===== src/rtl/wdog_pkg.sv =====
// Shared constants for the two-stage watchdog: data width, address width,
// control frame offsets and the rule that sets the period width.
package wdog_pkg;
    localparam int DATA_W = 32;
    localparam int ADDR_W = 8;

    localparam logic [ADDR_W-1:0] OFS_CTRL   = 8'h00;
    localparam logic [ADDR_W-1:0] OFS_PER_LO = 8'h08;
    localparam logic [ADDR_W-1:0] OFS_PER_HI = 8'h0C;
    localparam logic [ADDR_W-1:0] OFS_IDENT  = 8'h10;

    // Period width as a function of the architecture version.
    function automatic int period_width(input int ver);
        return (ver >= 1) ? 48 : 32;
    endfunction
endpackage


===== src/rtl/wdog_regs.sv =====
// Register decode for the watchdog.
// Holds the enable bit and the period, and produces a reload pulse with its
// reload value for the timer. Reads are combinational in the strobe cycle.
// Assumes single-cycle bus accesses and a word-aligned bus_addr.
module wdog_regs
    import wdog_pkg::*;
#(
    parameter int          ARCH_VER  = 1,
    parameter logic [10:0] IMPL_CODE = 11'h35B,
    parameter int          PER_W     = period_width(ARCH_VER)
) (
    input  logic              clk,
    input  logic              rst_n,
    input  logic              bus_valid,
    input  logic              bus_write,
    input  logic              bus_frame,
    input  logic [ADDR_W-1:0] bus_addr,
    input  logic [DATA_W-1:0] bus_wdata,
    output logic [DATA_W-1:0] bus_rdata,
    input  logic              stage0,
    input  logic              stage1,
    output logic              enable_o,
    output logic [PER_W-1:0]  period_o,
    output logic              reload_o,
    output logic [PER_W-1:0]  reload_val_o
);
    localparam int HI_W = PER_W - 32;

    logic        ctl_wr, ctl_rd;
    logic        wr_ctrl, wr_lo, wr_hi, wr_refresh;
    logic        en_q;
    logic [31:0] lo_q;
    logic [31:0] lo_next;
    logic [31:0] hi_rd;
    logic        hi_mapped;

    // Strobe decode for each frame.
    always_comb begin
        ctl_wr     = bus_valid && bus_write && !bus_frame;
        ctl_rd     = bus_valid && !bus_write && !bus_frame;
        wr_refresh = bus_valid && bus_write && bus_frame;
        wr_ctrl    = ctl_wr && (bus_addr == OFS_CTRL);
        wr_lo      = ctl_wr && (bus_addr == OFS_PER_LO);
        wr_hi      = ctl_wr && (bus_addr == OFS_PER_HI) && hi_mapped;
        lo_next    = wr_lo ? bus_wdata : lo_q;
    end

    // Enable bit and low period word.
    always_ff @(posedge clk) begin
        if (!rst_n) begin
            en_q <= 1'b0;
            lo_q <= '0;
        end else begin
            if (wr_ctrl) en_q <= bus_wdata[0];
            if (wr_lo)   lo_q <= bus_wdata;
        end
    end

    // High period word, present only for wide periods.
    generate
        if (HI_W > 0) begin : g_hi
            logic [HI_W-1:0] hi_q;
            logic [HI_W-1:0] hi_next;
            always_comb hi_next = wr_hi ? bus_wdata[HI_W-1:0] : hi_q;
            // Store the high period word.
            always_ff @(posedge clk) begin
                if (!rst_n) hi_q <= '0;
                else if (wr_hi) hi_q <= bus_wdata[HI_W-1:0];
            end
            assign hi_mapped    = 1'b1;
            assign hi_rd        = 32'(hi_q);
            assign period_o     = {hi_q, lo_q};
            assign reload_val_o = {hi_next, lo_next};
        end else begin : g_no_hi
            assign hi_mapped    = 1'b0;
            assign hi_rd        = '0;
            assign period_o     = lo_q;
            assign reload_val_o = lo_next;
        end
    endgenerate

    assign enable_o = en_q;
    assign reload_o = wr_refresh || wr_lo || wr_hi;

    // Read mux: unmapped offsets and the refresh frame read as zero.
    always_comb begin
        bus_rdata = '0;
        if (ctl_rd) begin
            case (bus_addr)
                OFS_CTRL:   bus_rdata = {29'b0, stage1, stage0, en_q};
                OFS_PER_LO: bus_rdata = lo_q;
                OFS_PER_HI: bus_rdata = hi_rd;
                OFS_IDENT:  bus_rdata = {12'b0, 4'(ARCH_VER), 5'b0, IMPL_CODE};
                default:    bus_rdata = '0;
            endcase
        end
    end


    per_lo_write_chk: assert property (@(posedge clk) disable iff (!rst_n)
        (bus_valid && bus_write && !bus_frame && bus_addr == OFS_PER_LO)
        |=> period_o[31:0] == $past(bus_wdata));


    unmapped_write_chk: assert property (@(posedge clk) disable iff (!rst_n)
        (ctl_wr && bus_addr != OFS_CTRL && bus_addr != OFS_PER_LO && bus_addr != OFS_PER_HI)
        |=> ($stable(period_o) && $stable(enable_o)));


    refresh_read_zero_chk: assert property (@(posedge clk) disable iff (!rst_n)
        (bus_valid && !bus_write && bus_frame) |-> bus_rdata == '0);
endmodule


===== src/rtl/wdog_timer.sv =====
// Period counter and stage sequencer.
// Counts tick pulses down from the period. On expiry it raises stage 0, or
// stage 1 if stage 0 is already high, and reloads the count.
// A reload request always beats an expiry in the same cycle.
// Assumes tick is a single-cycle pulse.
module wdog_timer #(
    parameter int PER_W = 48
) (
    input  logic             clk,
    input  logic             rst_n,
    input  logic             tick,
    input  logic             enable,
    input  logic [PER_W-1:0] period,
    input  logic             reload,
    input  logic [PER_W-1:0] reload_val,
    output logic             stage0_o,
    output logic             stage1_o
);
    logic [PER_W-1:0] remain_q;
    logic             stage0_q, stage1_q;
    logic             expire;

    // An expiry is a tick that finds the count at one or below.
    always_comb expire = enable && tick && (remain_q <= PER_W'(1));

    // Count, reload and stage sequencing; reload has priority.
    always_ff @(posedge clk) begin
        if (!rst_n) begin
            remain_q <= '0;
            stage0_q <= 1'b0;
            stage1_q <= 1'b0;
        end else if (reload) begin
            remain_q <= reload_val;
            stage0_q <= 1'b0;
        end else if (!enable) begin
            stage0_q <= 1'b0;
        end else if (expire) begin
            remain_q <= period;
            if (stage0_q) stage1_q <= 1'b1;
            else          stage0_q <= 1'b1;
        end else if (tick) begin
            remain_q <= remain_q - PER_W'(1);
        end
    end

    assign stage0_o = stage0_q;
    assign stage1_o = stage1_q;


    stage1_sticky_chk: assert property (@(posedge clk) disable iff (!rst_n)
        stage1_q |=> stage1_q);


    stage1_after_stage0_chk: assert property (@(posedge clk) disable iff (!rst_n)
        $rose(stage1_q) |-> $past(stage0_q));


    reload_wins_chk: assert property (@(posedge clk) disable iff (!rst_n)
        reload |=> (!stage0_q && !$rose(stage1_q)));


    disabled_hold_chk: assert property (@(posedge clk) disable iff (!rst_n)
        (!enable && !reload) |=> ($stable(remain_q) && !stage0_q && !$rose(stage1_q)));
endmodule


===== src/rtl/wdog_dual_stage.sv =====
// Top of the two-stage watchdog: register decode plus period timer.
// Stage outputs are registered levels. Read data is combinational.
module wdog_dual_stage
    import wdog_pkg::*;
#(
    parameter int          ARCH_VER  = 1,
    parameter logic [10:0] IMPL_CODE = 11'h35B
) (
    input  logic              clk,
    input  logic              rst_n,
    input  logic              tick,
    input  logic              bus_valid,
    input  logic              bus_write,
    input  logic              bus_frame,
    input  logic [ADDR_W-1:0] bus_addr,
    input  logic [DATA_W-1:0] bus_wdata,
    output logic [DATA_W-1:0] bus_rdata,
    output logic              stage0_o,
    output logic              stage1_o
);
    localparam int PER_W = period_width(ARCH_VER);

    logic             enable;
    logic             reload;
    logic [PER_W-1:0] period;
    logic [PER_W-1:0] reload_val;

    wdog_regs #(
        .ARCH_VER (ARCH_VER),
        .IMPL_CODE(IMPL_CODE),
        .PER_W    (PER_W)
    ) i_regs (
        .clk         (clk),
        .rst_n       (rst_n),
        .bus_valid   (bus_valid),
        .bus_write   (bus_write),
        .bus_frame   (bus_frame),
        .bus_addr    (bus_addr),
        .bus_wdata   (bus_wdata),
        .bus_rdata   (bus_rdata),
        .stage0      (stage0_o),
        .stage1      (stage1_o),
        .enable_o    (enable),
        .period_o    (period),
        .reload_o    (reload),
        .reload_val_o(reload_val)
    );

    wdog_timer #(
        .PER_W(PER_W)
    ) i_timer (
        .clk       (clk),
        .rst_n     (rst_n),
        .tick      (tick),
        .enable    (enable),
        .period    (period),
        .reload    (reload),
        .reload_val(reload_val),
        .stage0_o  (stage0_o),
        .stage1_o  (stage1_o)
    );
endmodule


===== config.mk =====
export PLATFORM = sky130hd
export DESIGN_NAME = wdog_dual_stage
export DESIGN_NICKNAME = d
export VERILOG_FILES = /design/src/rtl/wdog_pkg.sv /design/src/rtl/wdog_regs.sv /design/src/rtl/wdog_timer.sv /design/src/rtl/wdog_dual_stage.sv
export SDC_FILE = /design/constraint.sdc
export NUM_CORES = 1
export LEC_CHECK = 0
export BUFFER_PORTS_ARGS = -buffer_cell sky130_fd_sc_hd__buf_2
export CORE_ASPECT_RATIO = 0.5
export CORE_MARGIN = 2
export CORE_UTILIZATION = 27
export DETAILED_ROUTE_END_ITERATION = 16
export GPL_TIMING_DRIVEN = 0
export SLEW_MARGIN = 20
export SYNTH_ARGS = -nofsm -noshare
export SYNTH_HDL_FRONTEND = slang
export SYNTH_SLANG_ARGS = --single-unit

===== constraint.sdc =====
create_clock -name clk -period 2.8 [get_ports clk]
set_input_delay 0.28 -clock clk [delete_from_list [all_inputs] [get_ports clk]]
set_output_delay 0.28 -clock clk [all_outputs]
set_load 0.02 [all_outputs]

==> flow_summary.yaml, run 1 <==
logic_synthesis:
  yosysMostFrequentCell: "nor2_1"
  synth_cells: 705
  ys_types: 61
  synth_top_area_share: 0.354
  synth_area_um2: 5600
  ys_top_cells_by_count: "nor2_1 (167), dfxtp_1 (99), mux2i_1 (54)"
  postSynthAreaPerCell_um2: 7.94
  syn_nets: 753
  ys.warnings.count: 0
  synth_largest_area_cell: "dfxtp_1"
  synth_area_leaders: "dfxtp_1 (35%), nor2_1 (11%), mux2i_1 (9.7%)"
  synth_edf_count: 0
  async_reset_ff_frac: 0
  synth_seq_cells: 99
  seq_area_frac_synth: 0.354
  synth_flop_cell: "dfxtp_1"
clock_network:
  cts-htree-levels: 3
  clk-insertion-delay-late_ns: 0.36
  clkTransAtPathRegs_ns: 0.07
  cts_made_buffers: 9
  cts.sinks: 99
  cts_tree: "built"
  hold_buffers: 0
  cts-root-buf: "clkbuf_16"
  clock_path_buffers: 2
critical_path:
  crit_arrival_ns: 2.97
  crit_type: "reg -> reg"
  r2r_end: "i_timer.remain_q[33]$_SDFFE_PN0P_"
  cp_max_fo: 10
  cp-start-kind: "register"
  cp-end-kind: "register"
  r2r_setup_slack_ns: 0.04
  r2r-start: "i_timer.remain_q[37]$_SDFFE_PN0P_"
  ff2ff_path_depth: 9
  cp_data_required_time_ns: 3.01
placement:
  pre_cts_slack_ns: -0.640
  portBuffers: 79
  place_inst: 1057
  gp_congestion: 0.926
  dp_hpwl_um: 15100
floorplan:
  core_um2: 20500
  dieArea_um2: 22000
  die_h_um: 106
  initial_core_util: 0.274
  rows: 37
  io_pins: 80
  die_w_um: 208
power_and_ir_drop:
  p_sw_frac: 0.229
  total_power_w: 0.00293
  switchingPower_w: 0.000671
  seqPwrFrac: 0.480
  p_int_w: 0.00226
  leakage_nw: 3.07
  peakVddDrop_mv: 0.313
  combPwrFrac: 0.050
  power.share.clock: 0.471
  power.density_nw_per_um2: 417
run:
  max_cap_violations: 0
layout:
  final_nets: 851
  finalNonFillerCells: 1081
  antenna_cells: 0
  area_growth_pct: 25.4
  drive_gt1_frac: 0.215
detailed_routing:
  dr.pass1.iters: 5
  drtIter0Drc: 644
  wire_per_inst_um: 19.1
  drc: 0
  via_per_inst: 5.51
  wl_um: 20700
  ant_nets: 0
  vias: 5954
timing:
  holdWs_ns: 0.177
  worst_pin_slew_ns: 0.796
  rsz0062_at_grt: "yes"
  finalCritPeriodShare: 0.986
  hold_viol_final: 0
  setup_viol: 0
  relSlewSlack: 0.470
  timing.fmax_mhz: 362
  clock_skew_ns: 0.00796
  final_max_slew_viol_count: 0
  min_period_ns: 2.76
  setup_ws_ns: 0.0380
global_route:
  track_usage: 0.184
  grt_pass1_wl_um: 31500
  grt_pass1_vias: 5596
  antenna_found_initial: 0
  grt_max_degree: 16
  grt_overflow: 0
min_path:
  hp-start: "bus_wdata[21]"
  min_path_type: "in -> reg"
  min_to: "i_regs.lo_q[21]$_SDFF_PN0_"
  hold_path_depth: 3
status:
  status: "complete, no violations"
[worst max path at each step]
stage	endpoint	slack [ns]	start	depth (start not counted)
detailed placement	i_timer.remain_q[41]$_SDFFE_PN0P_	-0.64	i_timer.remain_q[2]$_SDFFE_PN0P_	8
CTS	i_timer.remain_q[33]$_SDFFE_PN0P_	-0.006	i_timer.remain_q[16]$_SDFFE_PN0P_	7
floorplan	bus_rdata[8]	0.11	bus_addr[0]	6
global route	i_timer.remain_q[16]$_SDFFE_PN0P_	-0.02	i_timer.remain_q[37]$_SDFFE_PN0P_	9
finish	i_timer.remain_q[33]$_SDFFE_PN0P_	0.04	i_timer.remain_q[37]$_SDFFE_PN0P_	9
global placement	bus_rdata[12]	-0.64	bus_addr[0]	8
[critical path: stages (launching register included)]
cell,delay (ns)
dfxtp_1,0.33
or4_4,0.56
or2_4,0.27
or4_4,0.53
buf_6,0.15
or2_4,0.27
buf_12,0.16
buf_8,0.14
nor2_1,0.11
o32ai_1,0.09
[flip-flops by register name, indices dropped and copies added, names as in the netlist]
register,count
i_regs.lo_q,32
i_timer.remain_q,48
i_timer.stage1_o,1
i_regs.g_hi.hi_q,16
i_regs.enable_o,1
i_timer.stage0_o,1
[through the flow]
step / cell area (um^2) / TNS (ns) / util
CTS: 6800 / -0.00595 / 0.332
detailed placement: 6340 / -31.05 / 0.310
floorplan: 5600 / 0 / -
global route: 7020 / -0.0923 / 0.343
global placement: 6340 / -31.49 / 0.310
finish: 7020 / 0 / 0.343
[power by group through the flow]
stage | sequential [W] | clock (W) | combinational [W]
after floorplan | 0.00144 | 0 | 0.0000552
after global placement | 0.00144 | 0 | 0.000133
after detailed placement | 0.00144 | 0 | 0.000134
after CTS | 0.00141 | 0.00139 | 0.000138
after global routing | 0.00141 | 0.00144 | 0.000154
final | 0.00141 | 0.00138 | 0.000145
[per-layer routing]
layer / global-route usage / vias up / share of wire
li1: - / 2787 / -
met1: 0.246 / 2900 / 0.45
met2: 0.298 / 223 / 0.46
met3: 0.0346 / 44 / 0.062
met4: 0.0648 / 0 / 0.027
met5: 0 / - / 0
[cell usage in the layout, fill, tap and decap left out, drive strengths merged, types with 6 or more instances in the layout]
cell type  Yosys  routed
nor2         168     168
buf           13     104
dfxtp         99      99
mux2i         54      54
clkbuf        44      52
a21oi         42      42
o32ai         30      30
nand2         27      27
nor3          23      23
xor2          21      21
and3          18      18
nor4          17      17
o21ai         16      16
a22oi         15      15
o22ai         11      11
or4           11      11
xnor2          9       9
o221ai         8       8
or2            7       7
or3            6       6
o31ai          6       6
[cells by family (layout without fill, tap and decap cells)]
family / after synthesis / after routing / share of synthesized area
compound gates: 158 / 158 / 0.200
xor+xnor: 30 / 30 / 0.0469
fa+ha+maj: 2 / 2 / 0.00447
buf+inv: 62 / 165 / 0.0456
flops: 99 / 99 / 0.354
mux: 54 / 54 / 0.0965
simple gates: 300 / 300 / 0.253
[area by class of cell]
type	count	area, um^2
Buffer	54	295
Clock buffer	12	246
Clock inverter	4	73.8
Fill cell	2165	13400
Inverter	5	18.8
Multi-Input combinational cell	544	3560
Sequential cell	99	1990
Tap cell	273	342
Timing Repair Buffer	90	495
[timing repair]
| item | 4_1_cts | 5_1_grt |
|---|---|---|
| pin swaps | 1 | 8 |
| gates resized for setup | 32 | 54 |
| endpoints found under the setup margin | 82 | 62 |
| gates cloned | 0 | 1 |
| buffers inserted | 1 | 9 |
| hold endpoints to repair | 0 | 0 |
Power figures use the tool's default switching activity.
==> run 2, diff against run 1 <==
--- a/config.mk
+++ b/config.mk
@@ -5,7 +5,9 @@
 export SDC_FILE = /design/constraint.sdc
 export NUM_CORES = 1
 export LEC_CHECK = 0
+export ABC_AREA = 1
 export BUFFER_PORTS_ARGS = -buffer_cell sky130_fd_sc_hd__buf_2
+export CAP_MARGIN = 20
 export CORE_ASPECT_RATIO = 0.5
 export CORE_MARGIN = 2
 export CORE_UTILIZATION = 27
==> flow_summary.yaml, run 2 <==
clock_network:
  clkTransAtPathRegs_ns: 0.08
  clk-insertion-delay-late_ns: 0.37
  clock_path_buffers: 2
  cts.sinks: 99
  ctsResizeCount: 0
  hold_buffers: 0
  cts-htree-levels: 3
  cts_made_buffers: 9
  cts_tree: "built"
  cts_setup_buffers: 0
  cts-root-buf: "clkbuf_16"
global_route:
  track_usage: 0.200
  use_met3: 0.0353
  grt_overflow: 0
  grt_pass1_vias: 7708
  busiest_layer: "met2"
  grt_pass1_wl_um: 43800
  grtUsageMet2: 0.299
  antenna_found_initial: 0
  use_met1: 0.288
  grt_max_degree: 19
logic_synthesis:
  synth_edf_count: 0
  synth_top_area_share: 0.268
  synth_area_leaders: "dfxtp_1 (27%), nand2_1 (22%), nand3_1 (9.9%)"
  postSynthAreaPerCell_um2: 5.73
  synth_seq_cells: 99
  synth_area_um2: 7390
  synth_cells: 1288
  yosysMostFrequentCell: "nand2_1"
  ys_top_cells_by_count: "nand2_1 (432), inv_1 (173), nand3_1 (146)"
  syn_nets: 1336
  seq_area_frac_synth: 0.268
  ys_types: 35
  synth_largest_area_cell: "dfxtp_1"
  ys.warnings.count: 0
  async_reset_ff_frac: 0
  synth_flop_cell: "dfxtp_1"
detailed_routing:
  via_per_inst: 4.91
  vias: 8518
  wire_per_inst_um: 16.3
  dr.pass1.iters: 5
  wl_um: 28300
  drtIter0Drc: 937
  drc: 0
  ant_nets: 0
critical_path:
  crit_arrival_ns: 2.74
  cp_data_required_time_ns: 3.10
  cp-end-kind: "register"
  path_cells: "inv_1 -> ha_1 -> nand2_2 -> nor2_1 -> nand2_1 -> nor2_1 -> nand2_1 -> nand3_1 -> nand3_1 -> a21oi_1"
  max_stage_delay_ns: 0.45
  crit_type: "reg -> reg"
  ff2ff_path_depth: 10
  r2r_setup_slack_ns: 0.36
  cp_max_fo: 5
  cp-start-kind: "register"
  r2r-start: "i_timer.remain_q[0]$_SDFFE_PN0P_"
  r2r_end: "i_timer.remain_q[24]$_SDFFE_PN0P_"
  crit_slowest_cell: "nor2_1"
layout:
  multi_input_area_um2: 4370
  largest_register: "i_timer.remain_q"
  largest_register_ffs: 48
  finalNonFillerCells: 1735
  antenna_cells: 0
  final_common_cell: "nand2_1"
  layout_common_cells: "nand2_1 (432), inv_1 (173), nand3_1 (146)"
  reg_top3: "i_timer.remain_q x48, i_regs.lo_q x32, i_regs.g_hi.hi_q x16"
  final_nets: 1426
  fill_cells: 2992
  ff_latch_area_um2: 1980
  area_growth_pct: 15.4
  drive_gt1_frac: 0.122
floorplan:
  die_w_um: 238
  initial_core_util: 0.277
  core_um2: 26600
  dieArea_um2: 28800
  io_pins: 80
  rows: 42
  die_h_um: 121
min_path:
  min_to: "i_timer.stage1_o$_SDFFE_PN0P_"
  hp-start: "rst_n"
  hold_path_depth: 3
  min_path_type: "in -> reg"
power_and_ir_drop:
  leakage_nw: 4.16
  power.density_nw_per_um2: 344
  peakVddDrop_mv: 0.280
timing:
  final_max_slew_viol_count: 0
  hold_viol_final: 0
  fin_setup_tns_ns: 0
  worst_pin_slew_ns: 0.745
  setup_viol: 0
  setup_ws_ns: 0.358
  holdWs_ns: 0.175
  clock_skew_ns: 0.0139
  finalCritPeriodShare: 0.872
  rsz0062_at_grt: "no"
  timing.fmax_mhz: 410
  relSlewSlack: 0.503
  min_period_ns: 2.44
placement:
  place_inst: 1719
  pre_cts_slack_ns: 0.422
  dp_hpwl_um: 22200
  gp_congestion: 0.930
  portBuffers: 79
status:
  status: "complete, no violations"
run:
  max_cap_violations: 0
[run 2: changes by cell type after synthesis, sizes merged, moves of 42 or more]
cell,delta
nand3,+143
nand2,+407
a21oi,+75
nand4,+51
inv,+174
mux2i,-54
nor2,-42
[run 2: stage by stage]
step | area [um^2] | total power [W] | utilization
6_report | 8530 | 0.00293 | 0.320
5_1_grt | 8530 | 0.00301 | 0.320
4_1_cts | 8530 | 0.00294 | 0.320
3_5_place_dp | 8220 | 0.00160 | 0.309
3_3_place_gp | 8220 | 0.00160 | 0.309
2_1_floorplan | 7390 | 0.00152 | -
[run 2: metal layers]
layer / share of wire / up-vias / wire (um)
li1: - / 4294 / -
met2: 0.41 / 327 / 11700
met3: 0.082 / 49 / 2310
met1: 0.48 / 3848 / 13500
met4: 0.029 / 0 / 814
met5: 0 / - / 0
[run 2: worst max-delay path by stage]
stage | startpoint | to | slack (ns) | cells past startpoint
after floorplan | bus_addr[1] | bus_rdata[21] | 1.02 | 6
after global routing | bus_addr[1] | bus_rdata[30] | 0.23 | 8
final | i_timer.remain_q[0]$_SDFFE_PN0P_ | i_timer.remain_q[24]$_SDFFE_PN0P_ | 0.36 | 10
after detailed placement | bus_addr[1] | bus_rdata[30] | 0.42 | 8
after global placement | bus_addr[1] | bus_rdata[28] | 0.41 | 8
after CTS | bus_addr[1] | bus_rdata[30] | 0.41 | 8
[run 2: critical path: cells and delay by family (launching register included)]
kind	cells	cell delay, ns
simple gates	7	1.47
compound gates	1	0.13
flops	1	0.34
buf+inv	1	0.12
fa+ha+maj	1	0.30
[run 2: power breakdown]
group          leakage (nW)  total (W)  switching (W)  internal (W)
Sequential            0.797    0.00141    0.000000674       0.00141
Combinational          3.21   0.000163       0.000116     0.0000469
Clock                 0.149    0.00136       0.000653      0.000709
Total                  4.16    0.00293       0.000769       0.00216
[run 2: cells by family after synthesis]
| kind of cell | synth area share |
|---|---|
| compound gates | 0.0971 |
| xor+xnor | 0.0130 |
| fa+ha+maj | 0.00339 |
| buf+inv | 0.140 |
| flops | 0.268 |
| simple gates | 0.478 |
[run 2: layout make-up]
type | count | share of cell area
flip-flops and latches | 99 | 0.232
well taps | 352 | 0.0517
clock inverters | 7 | 0.00939
repair buffers | 79 | 0.0464
clock buffers | 9 | 0.0264
plain buffers | 62 | 0.0417
inverters | 181 | 0.0798
multi-input cells | 946 | 0.512
